**config.mk**
```make
export PLATFORM = sky130hd
export DESIGN_NAME = dma_req_gate
export DESIGN_NICKNAME = d
export VERILOG_FILES = /design/src/rtl/dma_req_pkg.sv /design/src/rtl/dma_req_sync.sv /design/src/rtl/dma_req_timer.sv /design/src/rtl/dma_req_chan.sv /design/src/rtl/dma_req_gate.sv
export SDC_FILE = /design/constraint.sdc
export NUM_CORES = 1
export LEC_CHECK = 0
export ABC_AREA = 1
export BUFFER_PORTS_ARGS = -buffer_cell sky130_fd_sc_hd__buf_2
export CAP_MARGIN = 10
export CORE_AREA = 4 4 120 122
export DETAILED_ROUTE_END_ITERATION = 12
export DIE_AREA = 0 0 124 126
export MAX_ROUTING_LAYER = met4
export SYNTH_ARGS = -nofsm -noshare
export SYNTH_HDL_FRONTEND = slang
export SYNTH_HIERARCHICAL = 1
export SYNTH_SLANG_ARGS = --single-unit
```
**constraint.sdc**
```tcl
create_clock -name clk -period 4.7 [get_ports clk]
set_input_delay 0.94 -clock clk [delete_from_list [all_inputs] [get_ports clk]]
set_output_delay 0.94 -clock clk [all_outputs]
set_load 0.01 [all_outputs]
```
**src/rtl/dma_req_pkg.sv**
```systemverilog
package dma_req_pkg;

    typedef enum logic [1:0] {
        TMR_IDLE,
        TMR_LOAD,
        TMR_RUN
    } tmr_state_t;

    typedef enum logic {
        PEND_EMPTY,
        PEND_HELD
    } pend_state_t;

    // bit 0 src_io, 1 dst_io, 2 ext_en, 3 ext_sel, 4 tmr_en
    typedef struct packed {
        logic tmr_en;
        logic ext_sel;
        logic ext_en;
        logic dst_io;
        logic src_io;
    } ch_cfg_t;

    localparam int CFG_BITS = 5;
    localparam int EXT_LINES = 2;

endpackage

```
**src/rtl/dma_req_sync.sv**
```systemverilog
module dma_req_sync #(
    parameter int WIDTH  = 2,
    parameter int STAGES = 2
) (
    input  logic             clk,
    input  logic             rst_n,
    input  logic [WIDTH-1:0] d,
    output logic [WIDTH-1:0] q
);

    logic [STAGES-1:0][WIDTH-1:0] stg;

    always_ff @(posedge clk or negedge rst_n) begin
        if (!rst_n) begin
            stg <= '0;
        end else begin
            stg[0] <= d;
            for (int s = 1; s < STAGES; s++) begin
                stg[s] <= stg[s-1];
            end
        end
    end

    assign q = stg[STAGES-1];

endmodule

```
**src/rtl/dma_req_timer.sv**
```systemverilog
module dma_req_timer
    import dma_req_pkg::*;
#(
    parameter int CNT_W = 16
) (
    input  logic             clk,
    input  logic             rst_n,
    input  logic             period_we,
    input  logic             ctl_we,
    input  logic [CNT_W-1:0] wdata,
    output logic             tick,
    output logic             buf_mode,
    output logic [CNT_W-1:0] period
);

    tmr_state_t       state_q, state_d;
    logic [CNT_W-1:0] cnt_q, cnt_d;
    logic [CNT_W-1:0] period_q;
    logic             run_q;
    logic             buf_mode_q;

    // programmable words
    always_ff @(posedge clk or negedge rst_n) begin
        if (!rst_n) begin
            period_q   <= '0;
            run_q      <= 1'b0;
            buf_mode_q <= 1'b0;
        end else begin
            if (period_we) begin
                period_q <= wdata;
            end
            if (ctl_we) begin
                run_q      <= wdata[0];
                buf_mode_q <= wdata[1];
            end
        end
    end

    // state and counter registers
    always_ff @(posedge clk or negedge rst_n) begin
        if (!rst_n) begin
            state_q <= TMR_IDLE;
            cnt_q   <= '0;
        end else begin
            state_q <= state_d;
            cnt_q   <= cnt_d;
        end
    end

    // next state and outputs
    always_comb begin
        state_d = state_q;
        cnt_d   = cnt_q;
        tick    = 1'b0;
        unique case (state_q)
            TMR_IDLE: begin
                if (run_q) begin
                    state_d = TMR_LOAD;
                end
            end
            TMR_LOAD: begin
                cnt_d   = period_q;
                state_d = run_q ? TMR_RUN : TMR_IDLE;
            end
            TMR_RUN: begin
                if (!run_q) begin
                    state_d = TMR_IDLE;
                end else if (cnt_q == '0) begin
                    tick  = 1'b1;
                    cnt_d = period_q;
                end else begin
                    cnt_d = cnt_q - 1'b1;
                end
            end
            default: begin
                state_d = TMR_IDLE;
            end
        endcase
    end

    assign buf_mode = buf_mode_q;
    assign period   = period_q;

endmodule

```
**src/rtl/dma_req_chan.sv**
```systemverilog
module dma_req_chan
    import dma_req_pkg::*;
(
    input  logic                 clk,
    input  logic                 rst_n,
    input  logic                 cfg_we,
    input  logic [CFG_BITS-1:0]  cfg_wdata,
    input  logic                 src_req,
    input  logic                 dst_req,
    input  logic [EXT_LINES-1:0] ext_sync,
    input  logic                 tick,
    input  logic                 buf_mode,
    input  logic                 xfer_ack,
    input  logic                 buf_done,
    output logic                 req_vld,
    output logic                 req_whole_buf,
    output ch_cfg_t              cfg_o,
    output logic                 pend_o
);

    ch_cfg_t     cfg_q;
    pend_state_t state_q, state_d;
    logic        periph_ok;
    logic        ext_ok;
    logic        tmr_ok;
    logic        consume;

    always_ff @(posedge clk or negedge rst_n) begin
        if (!rst_n) begin
            cfg_q <= '0;
        end else if (cfg_we) begin
            cfg_q <= ch_cfg_t'(cfg_wdata);
        end
    end

    always_ff @(posedge clk or negedge rst_n) begin
        if (!rst_n) begin
            state_q <= PEND_EMPTY;
        end else begin
            state_d_apply: state_q <= state_d;
        end
    end

    assign consume = buf_mode ? buf_done : xfer_ack;

    // release FSM transitions
    always_comb begin
        state_d = state_q;
        unique case (state_q)
            PEND_EMPTY: begin
                if (cfg_q.tmr_en && tick) begin
                    state_d = PEND_HELD;
                end
            end
            PEND_HELD: begin
                if (!cfg_q.tmr_en) begin
                    state_d = PEND_EMPTY;
                end else if (consume && !tick) begin
                    state_d = PEND_EMPTY;
                end
            end
            default: begin
                state_d = PEND_EMPTY;
            end
        endcase
    end

    // qualified request outputs
    always_comb begin
        if (cfg_q.src_io) begin
            periph_ok = src_req;
        end else if (cfg_q.dst_io) begin
            periph_ok = dst_req;
        end else begin
            periph_ok = 1'b1;
        end
        ext_ok        = !cfg_q.ext_en || ext_sync[cfg_q.ext_sel];
        tmr_ok        = !cfg_q.tmr_en || (state_q == PEND_HELD);
        req_vld       = periph_ok && ext_ok && tmr_ok;
        req_whole_buf = cfg_q.tmr_en && buf_mode;
    end

    assign cfg_o  = cfg_q;
    assign pend_o = (state_q == PEND_HELD);

endmodule

```
**src/rtl/dma_req_gate.sv**
```systemverilog
module dma_req_gate
    import dma_req_pkg::*;
#(
    parameter int N_CH        = 8,
    parameter int TMR_W       = 16,
    parameter int SYNC_STAGES = 2,
    localparam int AW         = $clog2(N_CH + 2)
) (
    input  logic                 clk,
    input  logic                 rst_n,
    input  logic                 cfg_we,
    input  logic [AW-1:0]        cfg_addr,
    input  logic [TMR_W-1:0]     cfg_wdata,
    input  logic [EXT_LINES-1:0] ext_req_in,
    input  logic [N_CH-1:0]      periph_src_req,
    input  logic [N_CH-1:0]      periph_dst_req,
    input  logic [N_CH-1:0]      xfer_ack,
    input  logic [N_CH-1:0]      buf_done,
    output logic [N_CH-1:0]      req_vld,
    output logic [N_CH-1:0]      req_whole_buf
);

    localparam logic [AW-1:0] ADDR_PERIOD = AW'(N_CH);
    localparam logic [AW-1:0] ADDR_CTL    = AW'(N_CH + 1);

    logic [EXT_LINES-1:0] ext_sync;
    logic                 tick;
    logic                 buf_mode;
    logic [TMR_W-1:0]     period;
    logic [N_CH-1:0]      cfg_src_io;
    logic [N_CH-1:0]      cfg_dst_io;
    logic [N_CH-1:0]      cfg_ext_en;
    logic [N_CH-1:0]      cfg_ext_sel;
    logic [N_CH-1:0]      cfg_tmr_en;
    logic [N_CH-1:0]      pend;

    dma_req_sync #(
        .WIDTH (EXT_LINES),
        .STAGES(SYNC_STAGES)
    ) u_sync (
        .clk  (clk),
        .rst_n(rst_n),
        .d    (ext_req_in),
        .q    (ext_sync)
    );

    dma_req_timer #(
        .CNT_W(TMR_W)
    ) u_timer (
        .clk      (clk),
        .rst_n    (rst_n),
        .period_we(cfg_we && (cfg_addr == ADDR_PERIOD)),
        .ctl_we   (cfg_we && (cfg_addr == ADDR_CTL)),
        .wdata    (cfg_wdata),
        .tick     (tick),
        .buf_mode (buf_mode),
        .period   (period)
    );

    for (genvar g = 0; g < N_CH; g++) begin : g_ch
        ch_cfg_t ch_cfg;

        dma_req_chan u_chan (
            .clk          (clk),
            .rst_n        (rst_n),
            .cfg_we       (cfg_we && (cfg_addr == AW'(g))),
            .cfg_wdata    (cfg_wdata[CFG_BITS-1:0]),
            .src_req      (periph_src_req[g]),
            .dst_req      (periph_dst_req[g]),
            .ext_sync     (ext_sync),
            .tick         (tick),
            .buf_mode     (buf_mode),
            .xfer_ack     (xfer_ack[g]),
            .buf_done     (buf_done[g]),
            .req_vld      (req_vld[g]),
            .req_whole_buf(req_whole_buf[g]),
            .cfg_o        (ch_cfg),
            .pend_o       (pend[g])
        );

        assign cfg_src_io[g]  = ch_cfg.src_io;
        assign cfg_dst_io[g]  = ch_cfg.dst_io;
        assign cfg_ext_en[g]  = ch_cfg.ext_en;
        assign cfg_ext_sel[g] = ch_cfg.ext_sel;
        assign cfg_tmr_en[g]  = ch_cfg.tmr_en;
    end

endmodule

```
# After elaboration in Yosys (flattened, before gate mapping)
# Cells that the tools add are included.
# totals
reg_bits	88
out_inout_bits	16
# op_classes
add_sub_neg	1
order_cmp	8
n_eq_ne	14
n_mux	82
bitwise_logic	8
reduce_logical	89
# ops
operator	n
2-to-1 mux 1 bit	67
logical AND 1 bit	50
2-to-1 mux 16 bit	2
case mux 16 bit (2 select lines)	1
zero test 1 bit	17
== test 4 x 3 -> 1 bit (second input constant)	4
zero test 16 bit	1
logical OR 1 bit	16
less-than comparator 1 x 2 -> 1 bit (second input constant)	8
case mux 1 bit (2 select lines)	8
subtractor 16 x 1 -> 16 bit (second input constant)	1
== test 4 x 2 -> 1 bit (second input constant)	2
== test 4 bit (second input constant)	2
inverter 1 bit	8
2-to-1 mux 2 bit	3
case mux 2 bit (3 select lines)	1
== test 4 x 1 -> 1 bit (second input constant)	1
zero test 4 bit	1
inequality test 2 x 1 -> 1 bit (second input constant)	2
AND reduction 2 bit	2
== test 2 x 1 -> 1 bit (second input constant)	1
== test 2 bit (second input constant)	1
zero test 2 bit	1
inequality test 2 bit (second input constant)	1
nonzero test 2 bit	1

# Longest topological paths before layout
# Gate-level depths: netlist of the first run.
# logic_depth
ltp_word	9
depth_mapped	11
mapped_depth_nobuf	10

# By module
# The synthesis of the first run kept the hierarchy.
# by_module_without_submodules
module	instances	cells_each	area_per_inst_um2
dma_req_chan	8	39	305.3
dma_req_timer	1	267	1978.1
dma_req_sync	1	6	115.1
dma_req_gate	1	21	82.6

# Least setup slack after synthesis of the first run
# OpenSTA, ideal clock, no wires.
# synth_timing
kind	input to output
start	in periph_dst_req[0]
end	out req_vld[0]
arrival_ns	1.244
slack_ns	2.516
path_stages	3
n_path_buf	0
path_cell_list	nand3b_1 nand3_1 nor2_1
# synth_via
elab_chain_cells	4
# synth_lines
element	line_no	text
start: declaration	dma_req_gate.sv:16	input logic [N_CH-1:0] periph_dst_req,
2-to-1 mux 1 bit	dma_req_chan.sv:72	end else if (cfg_q.dst_io) begin
2-to-1 mux 1 bit	dma_req_chan.sv:70	if (cfg_q.src_io) begin
logical AND 1 bit (2 in series)	dma_req_chan.sv:79	req_vld = periph_ok && ext_ok && tmr_ok;
end: declaration	dma_req_gate.sv:19	output logic [N_CH-1:0] req_vld,
# No other way between the ends.

# Worst setup path after layout of the first run
# layout_timing
start	reg u_timer.buf_mode_q, in the netlist u_timer/buf_mode
end	out req_whole_buf[7]
# layout_via
elab_chain_cells	1
# layout_lines
element	line_no	text
start: declaration	dma_req_timer.sv:20	logic buf_mode_q;
start signal: assignment	dma_req_timer.sv:34	buf_mode_q <= wdata[1];
logical AND 1 bit	dma_req_chan.sv:80	req_whole_buf = cfg_q.tmr_en && buf_mode;
end: declaration	dma_req_gate.sv:20	output logic [N_CH-1:0] req_whole_buf
# No other way between the ends.

==> results of run 1 <==
[final timing paths]
kind | start | to | slack [ns] | cells past startpoint
max in group asynchronous | rst_n | u_timer/cnt_q[11] | 3.20 | 2
max | u_timer/buf_mode | req_whole_buf[7] | 2.19 | 3
max reg2reg | u_timer/cnt_q[0] | g_ch[2].u_chan/pend_o | 2.64 | 8
min reg2reg | u_sync/stg[0] | u_sync/q[0] | 0.36 | 0
min | u_sync/stg[0] | u_sync/q[0] | 0.36 | 0
min in group asynchronous | rst_n | g_ch[2].u_chan/pend_o | 0.71 | 1
[registers in the layout, summed over array words and instances (netlist names)]
name,flops
g_ch.u_chan/pend_o,8
u_timer/run_q,1
u_timer/cnt_q,16
u_sync/stg,2
u_timer/period,16
u_sync/q,2
u_timer/state_q,2
u_timer/buf_mode,1
g_ch.u_chan/cfg_o,40
[metal layers]
layer / global-route usage / share of wire / vias up
met4: 0.0522 / 0.0098 / 0
li1: - / - / 1990
met5: - / 0 / -
met2: 0.251 / 0.50 / 53
met1: 0.194 / 0.46 / 1846
met3: 0.0291 / 0.030 / 8
[placed cells by master, fill, tap and decap left out, types with 3 or more instances in the layout]
cell type,netlist,layout
nor2_2,5,5
buf_4,3,3
nand3_1,40,40
nand3b_1,14,14
nand2_1,194,194
nor3_1,3,3
mux2_4,8,8
a21oi_1,15,15
o21ai_1,5,5
nor2_4,3,3
nor2_1,46,46
inv_1,101,101
buf_2,1,71
clkbuf_16,0,9
o21ai_0,53,53
dfrtp_1,88,88
[kinds of logic (layout without fill, tap and decap cells)]
group | count (synthesis) | count (layout) | synth area share
and+or+nand+nor | 312 | 312 | 0.290
muxes | 9 | 9 | 0.0284
DFF | 88 | 88 | 0.477
AOI/OAI and AO/OA | 74 | 74 | 0.0807
xor gates and xnor gates | 1 | 1 | 0.00190
adders and majority gates | 2 | 2 | 0.00542
buffers and inverters | 120 | 191 | 0.116
[power breakdown]
| part | internal (mW) | switching [mW] | total [mW] | leakage (nW) |
|---|---|---|---|---|
| clock network | 0.461 | 0.279 | 0.740 | 0.146 |
| registers | 0.959 | 0.168 | 1.13 | 1.08 |
| logic | 0.313 | 0.528 | 0.841 | 1.53 |
| total | 1.73 | 0.975 | 2.71 | 2.75 |
[stage by stage]
step	cell area, sq um	util	hold slack [ns]
3_3_place_gp	5060	0.384	0.339
2_1_floorplan	4620	-	0.331
4_1_cts	5370	0.407	0.359
6_report	5370	0.407	0.358
5_1_grt	5370	0.407	0.363
3_5_place_dp	5060	0.384	0.341
[worst max-delay path: stages, from the launching register on]
cell     delay [ns]
dfrtp_1        0.92
nand2_1        0.12
inv_1          0.08
buf_2          0.12
[cells in the mapped netlist]
cell / n / area [sq um]
nor2_1: 46 / 173
xnor2_1: 1 / 8.76
nor2_4: 3 / 33.8
buf_4: 3 / 22.5
nand2_4: 2 / 22.5
nand3_1: 40 / 200
nand4_1: 2 / 12.5
buf_2: 1 / 5.00
clkbuf_1: 3 / 11.3
inv_1: 101 / 379
or2_2: 1 / 6.26
dfrtp_1: 88 / 2200
o21bai_1: 1 / 7.51
nand3b_1: 14 / 105
inv_2: 2 / 7.51
o21ai_0: 53 / 265
nor3_1: 3 / 15.0
o21ai_1: 5 / 25.0
nand2_2: 2 / 12.5
nor2_2: 5 / 31.3
mux2_4: 8 / 120
a21oi_1: 15 / 75.1
ha_1: 2 / 25.0
nand2_1: 194 / 728
mux2_2: 1 / 11.3
buf_6: 10 / 113
[final cells by class]
| cell class | instances | area [sq um] |
|---|---|---|
| clock buffer | 11 | 233 |
| clock inverter | 3 | 68.8 |
| fill | 1376 | 7820 |
| inverter | 103 | 387 |
| multi-input combinational | 398 | 1880 |
| sequential | 88 | 2200 |
| tap | 176 | 220 |
| timing repair buffer | 74 | 378 |
==> qor.csv, run 1 <==
metric,value,unit
total negative slack,0,ns
1st-pass router iterations,4,
Initial DRC Count,190,
drt wl/cell,12.5,um
post-DR vias/cell,4.57,
Synth Net Count,665,
worst skew pair latency,0.33,ns
startpoint types,flip-flop,
DIE WIDTH,124,um
gr usage total,0.155,
row count,42,
crit-path max FO,25,
Syn-to-layout area delta,16.2,%
Num Clock Sinks,88,
final setup vio count,0,
Max VDD drop,0.163,mV
IO Pins,73,
Fin. Hold Viols,0,
critical path class,reg2out,
H-tree depth,3,
total power,2.71,mW
crit path DAT,1.57,ns
min Tclk post-route,2.51,ns
status,completed,
share of layout cells above drive strength 1,0.162,
global-route wire length before repair,18700,um
final period utilization,0.534,
gpl congestion,0.862,
cts repair resizes,0,
Root Driver,clkbuf_16,
fmax,398,MHz
Die H,126,um
Clock transition at path regs,0.06,ns
Placeable Area,13200,sq um
detailed-route via count,3897,
largest net degree at the start of global routing,72,
CTS Buffer Depth,2,
CTS tree,built,
final WL,10700,um
diodes inserted,0,
Slew @ Worst Pin,0.883,ns
worst hold path class,reg2reg,
Inst Count DP,839,
Leak Pwr,2.75,nW
CP Data Required Time,3.76,ns
Synth Register Bits,88,
Post-Layout Cell Count,853,
Final nets,733,
PnR worst setup slack,2.19,ns
pwr dens,505,nW/um^2
"Hold-fix buffers, CTS",0,
CP Capture Type,output pin,
Initial Util,0.350,
buffers added on ports,72,
Post-Route Skew,0.00719,ns
initial antenna violation count,0,
total gr overflow,0,
die area,15600,sq um
# DRC,0,
HPWL Detailed,7760,um
max-slew violation count,0,
setup bufs post-CTS,0,
pre-CTS setup slack,2.32,ns
CTS Buf Count,9,
Synth Instances,606,
synthesized area per cell,7.62,sq um
Antenna Nets Post-Route,0,
register area share after synthesis,0.477,
vias in the first global route,4032,
Max-Cap Viols,0,
RSZ-0062 raised after global routing,no,
slew margin rel.,0.411,
synth warn,6,
Cell variety after synth,26,
post-synthesis cell area,4620,sq um
No activity file was read; power rests on OpenSTA's default activity.
==> run 2: changes to the inputs <==
--- a/config.mk
+++ b/config.mk
@@ -5,12 +5,12 @@
 export SDC_FILE = /design/constraint.sdc
 export NUM_CORES = 1
 export LEC_CHECK = 0
-export ABC_AREA = 1
+export ABC_AREA = 0
 export BUFFER_PORTS_ARGS = -buffer_cell sky130_fd_sc_hd__buf_2
 export CAP_MARGIN = 10
-export CORE_AREA = 4 4 120 122
+export CORE_AREA = 4 4 116 118
 export DETAILED_ROUTE_END_ITERATION = 12
-export DIE_AREA = 0 0 124 126
+export DIE_AREA = 0 0 120 122
 export MAX_ROUTING_LAYER = met4
 export SYNTH_ARGS = -nofsm -noshare
 export SYNTH_HDL_FRONTEND = slang
==> constraint.sdc (replaced) <==
create_clock -name clk -period 2.45 [get_ports clk]
set_input_delay 0.49 -clock clk [delete_from_list [all_inputs] [get_ports clk]]
set_output_delay 0.49 -clock clk [all_outputs]
set_load 0.01 [all_outputs]
==> run 2 against run 1 <==
  * Utilization rose by 0.71 points
  * Flip-flop and latch count did not move
  * First-iteration DRC count increased by 2.6%
  * Area after synthesis down 7.5%
  * Sequential share of layout area rose by 1.6 points
  * Hold slack worse by 0.25 ns
  * Die area down 6.3%
  * Clock-buffer cell count decreased by 1
  * Power up 79%
  * Via count fell by 19%
  * Register-to-register slack lost 2.3 ns
  * Wire length shrank 6.9%
  * Largest power group unchanged
==> qor.csv, run 2 <==
metric,value,unit,change
cts repair resizes,0,,unchanged
# DRC,0,,unchanged
Logic pwr share,0.277,,-0.033
main area contributors after synthesis,"dfrtp_1 52%, mux2_2 13%, mux2i_1 4.4%",,
diodes inserted,0,,unchanged
Leak Pwr,2.28,nW,-17%
gpl congestion,0.822,,-4.7%
status,completed,,
fmax,466,MHz,
die area,14600,sq um,-6.3%
Syn-to-layout area delta,20.7,%,
worst skew pair latency,0.35,ns,+0.02 ns
Switching Fraction,0.331,,-0.0292
Final nets,512,,-30%
H-tree depth,3,,unchanged
final WL,9920,um,-6.9%
Clock Power Share,0.278,,+0.005
CTS Buf Count,9,,unchanged
Initial DRC Count,195,,+2.6%
detailed-route via count,3144,,-19%
Post-Route Skew,0.00680,ns,-0.000392 ns
Synth top area share,0.515,,+0.0384
crit path DAT,2.38,ns,+0.81 ns
most common cell in the netlist,dfrtp_1,,
Synth Net Count,431,,-35%
startpoint types,flip-flop,,
Max VDD drop,0.435,mV,+170%
Placeable Area,12500,sq um,-5.5%
Synth Register Bits,88,,unchanged
drt wl/cell,15.8,um,+26%
GRT busiest layer,met2,,
pre-CTS setup slack,0.313,ns,-2.00 ns
HPWL Detailed,6880,um,-11%
Cell variety after synth,50,,+92%
IO Pins,73,,unchanged
Synth Instances,372,,-39%
slew margin rel.,0.532,,+0.121
cell area after layout,5160,sq um,-3.8%
Placement Cell Area,4870,sq um,-3.8%
CTS Buffer Depth,2,,unchanged
gr usage total,0.148,,-0.00653
setup bufs post-CTS,0,,unchanged
initial antenna violation count,0,,unchanged
Finished Core Util,0.414,,+0.00708
Reg power frac,0.445,,+0.029
post-synthesis cell area,4270,sq um,-7.5%
crit-path max FO,26,,+4.0%
CP Capture Type,flip-flop,,
worst hold path class,in2async,,
post-DR vias/cell,5.00,,+9.4%
biggest area consumer among synthesized cells,dfrtp_1,,
Async SR Flop Fraction,1.00,,unchanged
CTS tree,built,,
Inst Count DP,614,,-27%
pwr dens,942,nW/um^2,+87%
max FFs per register,40,,unchanged
global-route wire length before repair,16400,um,-12%
1st-pass router iterations,4,,unchanged
Die H,122,um,-3.2%
Clock transition at path regs,0.06,ns,about the same
row count,41,,-2.4%
total gr overflow,0,,unchanged
worst hold slack,0.112,ns,-0.246 ns
met3 Use GR,0.0576,,+0.0284
max-slew violation count,0,,unchanged
Fin. Hold Viols,0,,unchanged
CP Data Required Time,2.68,ns,-1.08 ns
PnR worst setup slack,0.303,ns,-1.89 ns
vias in the first global route,3266,,-19%
"most common cell after layout, fill and taps aside",dfrtp_1,,
Root Driver,clkbuf_16,,
min Tclk post-route,2.15,ns,
most frequent cells in the layout,"88 x dfrtp_1, 71 x buf_2, 51 x mux2_2",,
total negative slack,0,ns,unchanged
synth warn,6,,unchanged
met1 Usage GRT,0.177,,-0.0172
"top cells by count, synth","88 x dfrtp_1, 51 x mux2_2, 20 x a21oi_1, 20 x nand2_1, 20 x nand2b_1",,
final setup vio count,0,,unchanged
synthesized area per cell,11.5,sq um,+51%
total power,4.86,mW,+79%
share of layout cells above drive strength 1,0.344,,+0.181
Main synth FF type,dfrtp_1,,
critical path class,reg2reg,,
Antenna Nets Post-Route,0,,unchanged
Max-Cap Viols,0,,unchanged
final period utilization,0.876,,
Net Switching,1.61,mW,+65%
Initial Util,0.343,,-0.00725
"Hold-fix buffers, CTS",0,,unchanged
DIE WIDTH,120,um,-3.2%
buffers added on ports,72,,unchanged
worst r2r path cells,6,,-2
RSZ-0062 raised after global routing,no,,
Post-synth EDFFs,0,,unchanged
Post-Layout Cell Count,629,,-26%
register area share after synthesis,0.515,,+0.0384
Int Pwr,3.25,mW,+88%
Num Clock Sinks,88,,unchanged
largest net degree at the start of global routing,38,,-47%
met2 usage,0.235,,-0.0164
Slew @ Worst Pin,0.700,ns,-0.183 ns
==> run 2: cell count changes in the layout (fill, tap and decap cells not counted), sizes merged, moves of 19 or more <==
cell	before	now
mux2	9	51
nand3	40	14
inv	103	15
nand2b	0	20
nor2	54	12
mux2i	0	19
o21ai	58	13
nand2	198	20
==> run 2: worst paths after layout <==
path	from	end	slack (ns)
max in group asynchronous	rst_n	u_timer/period[12]	1.72
min in group clk	ext_req_in[0]	u_sync/stg[0]	0.25
setup / recovery	u_timer/cnt_q[0]	u_timer/cnt_q[8]	0.30
hold reg to reg	u_sync/stg[0]	u_sync/q[0]	0.35
hold / removal	rst_n	u_timer/period[1]	0.11
setup reg to reg	u_timer/cnt_q[0]	u_timer/cnt_q[8]	0.30
==> run 2: logic make-up after synthesis <==
kind of cell	synth area share
mux	0.179
compound gates	0.0931
simple gates	0.178
fa+ha+maj	0.00585
buf+inv	0.0290
flops	0.515
==> run 2: routing by layer <==
layer	routed length, um	part of all wire	vias up
li1	-	-	1522
met1	4420	0.45	1536
met2	4760	0.48	72
met3	610	0.061	14
met4	134	0.014	0
met5	0	0	-
==> run 2: final cells by class <==
class                   instances  area, sq um
well taps                     172          215
clock inverters                 5         57.6
fillers                      1225         7310
clock buffers                  10          229
flip-flops and latches         88         2200
inverters                      14         52.6
multi-input cells             258         1950
repair buffers                 82          450
==> run 2: critical path, cell delays in order, from the launching register on <==
cell,delay [ns]
dfrtp_1,0.40
inv_1,0.13
ha_1,0.17
nor4b_2,0.32
a41o_2,0.54
nand2_1,0.14
a311o_1,0.35
==> run 2: power groups by stage <==
stage / Clock, mW / Combinational [mW] / Sequential, mW
final: 1.35 / 1.35 / 2.16
after global routing: 1.46 / 1.52 / 2.22
after CTS: 1.40 / 1.36 / 2.16
after detailed placement: 0 / 1.35 / 2.19
after global placement: 0 / 1.32 / 2.17
after floorplan: 0 / 1.02 / 2.08
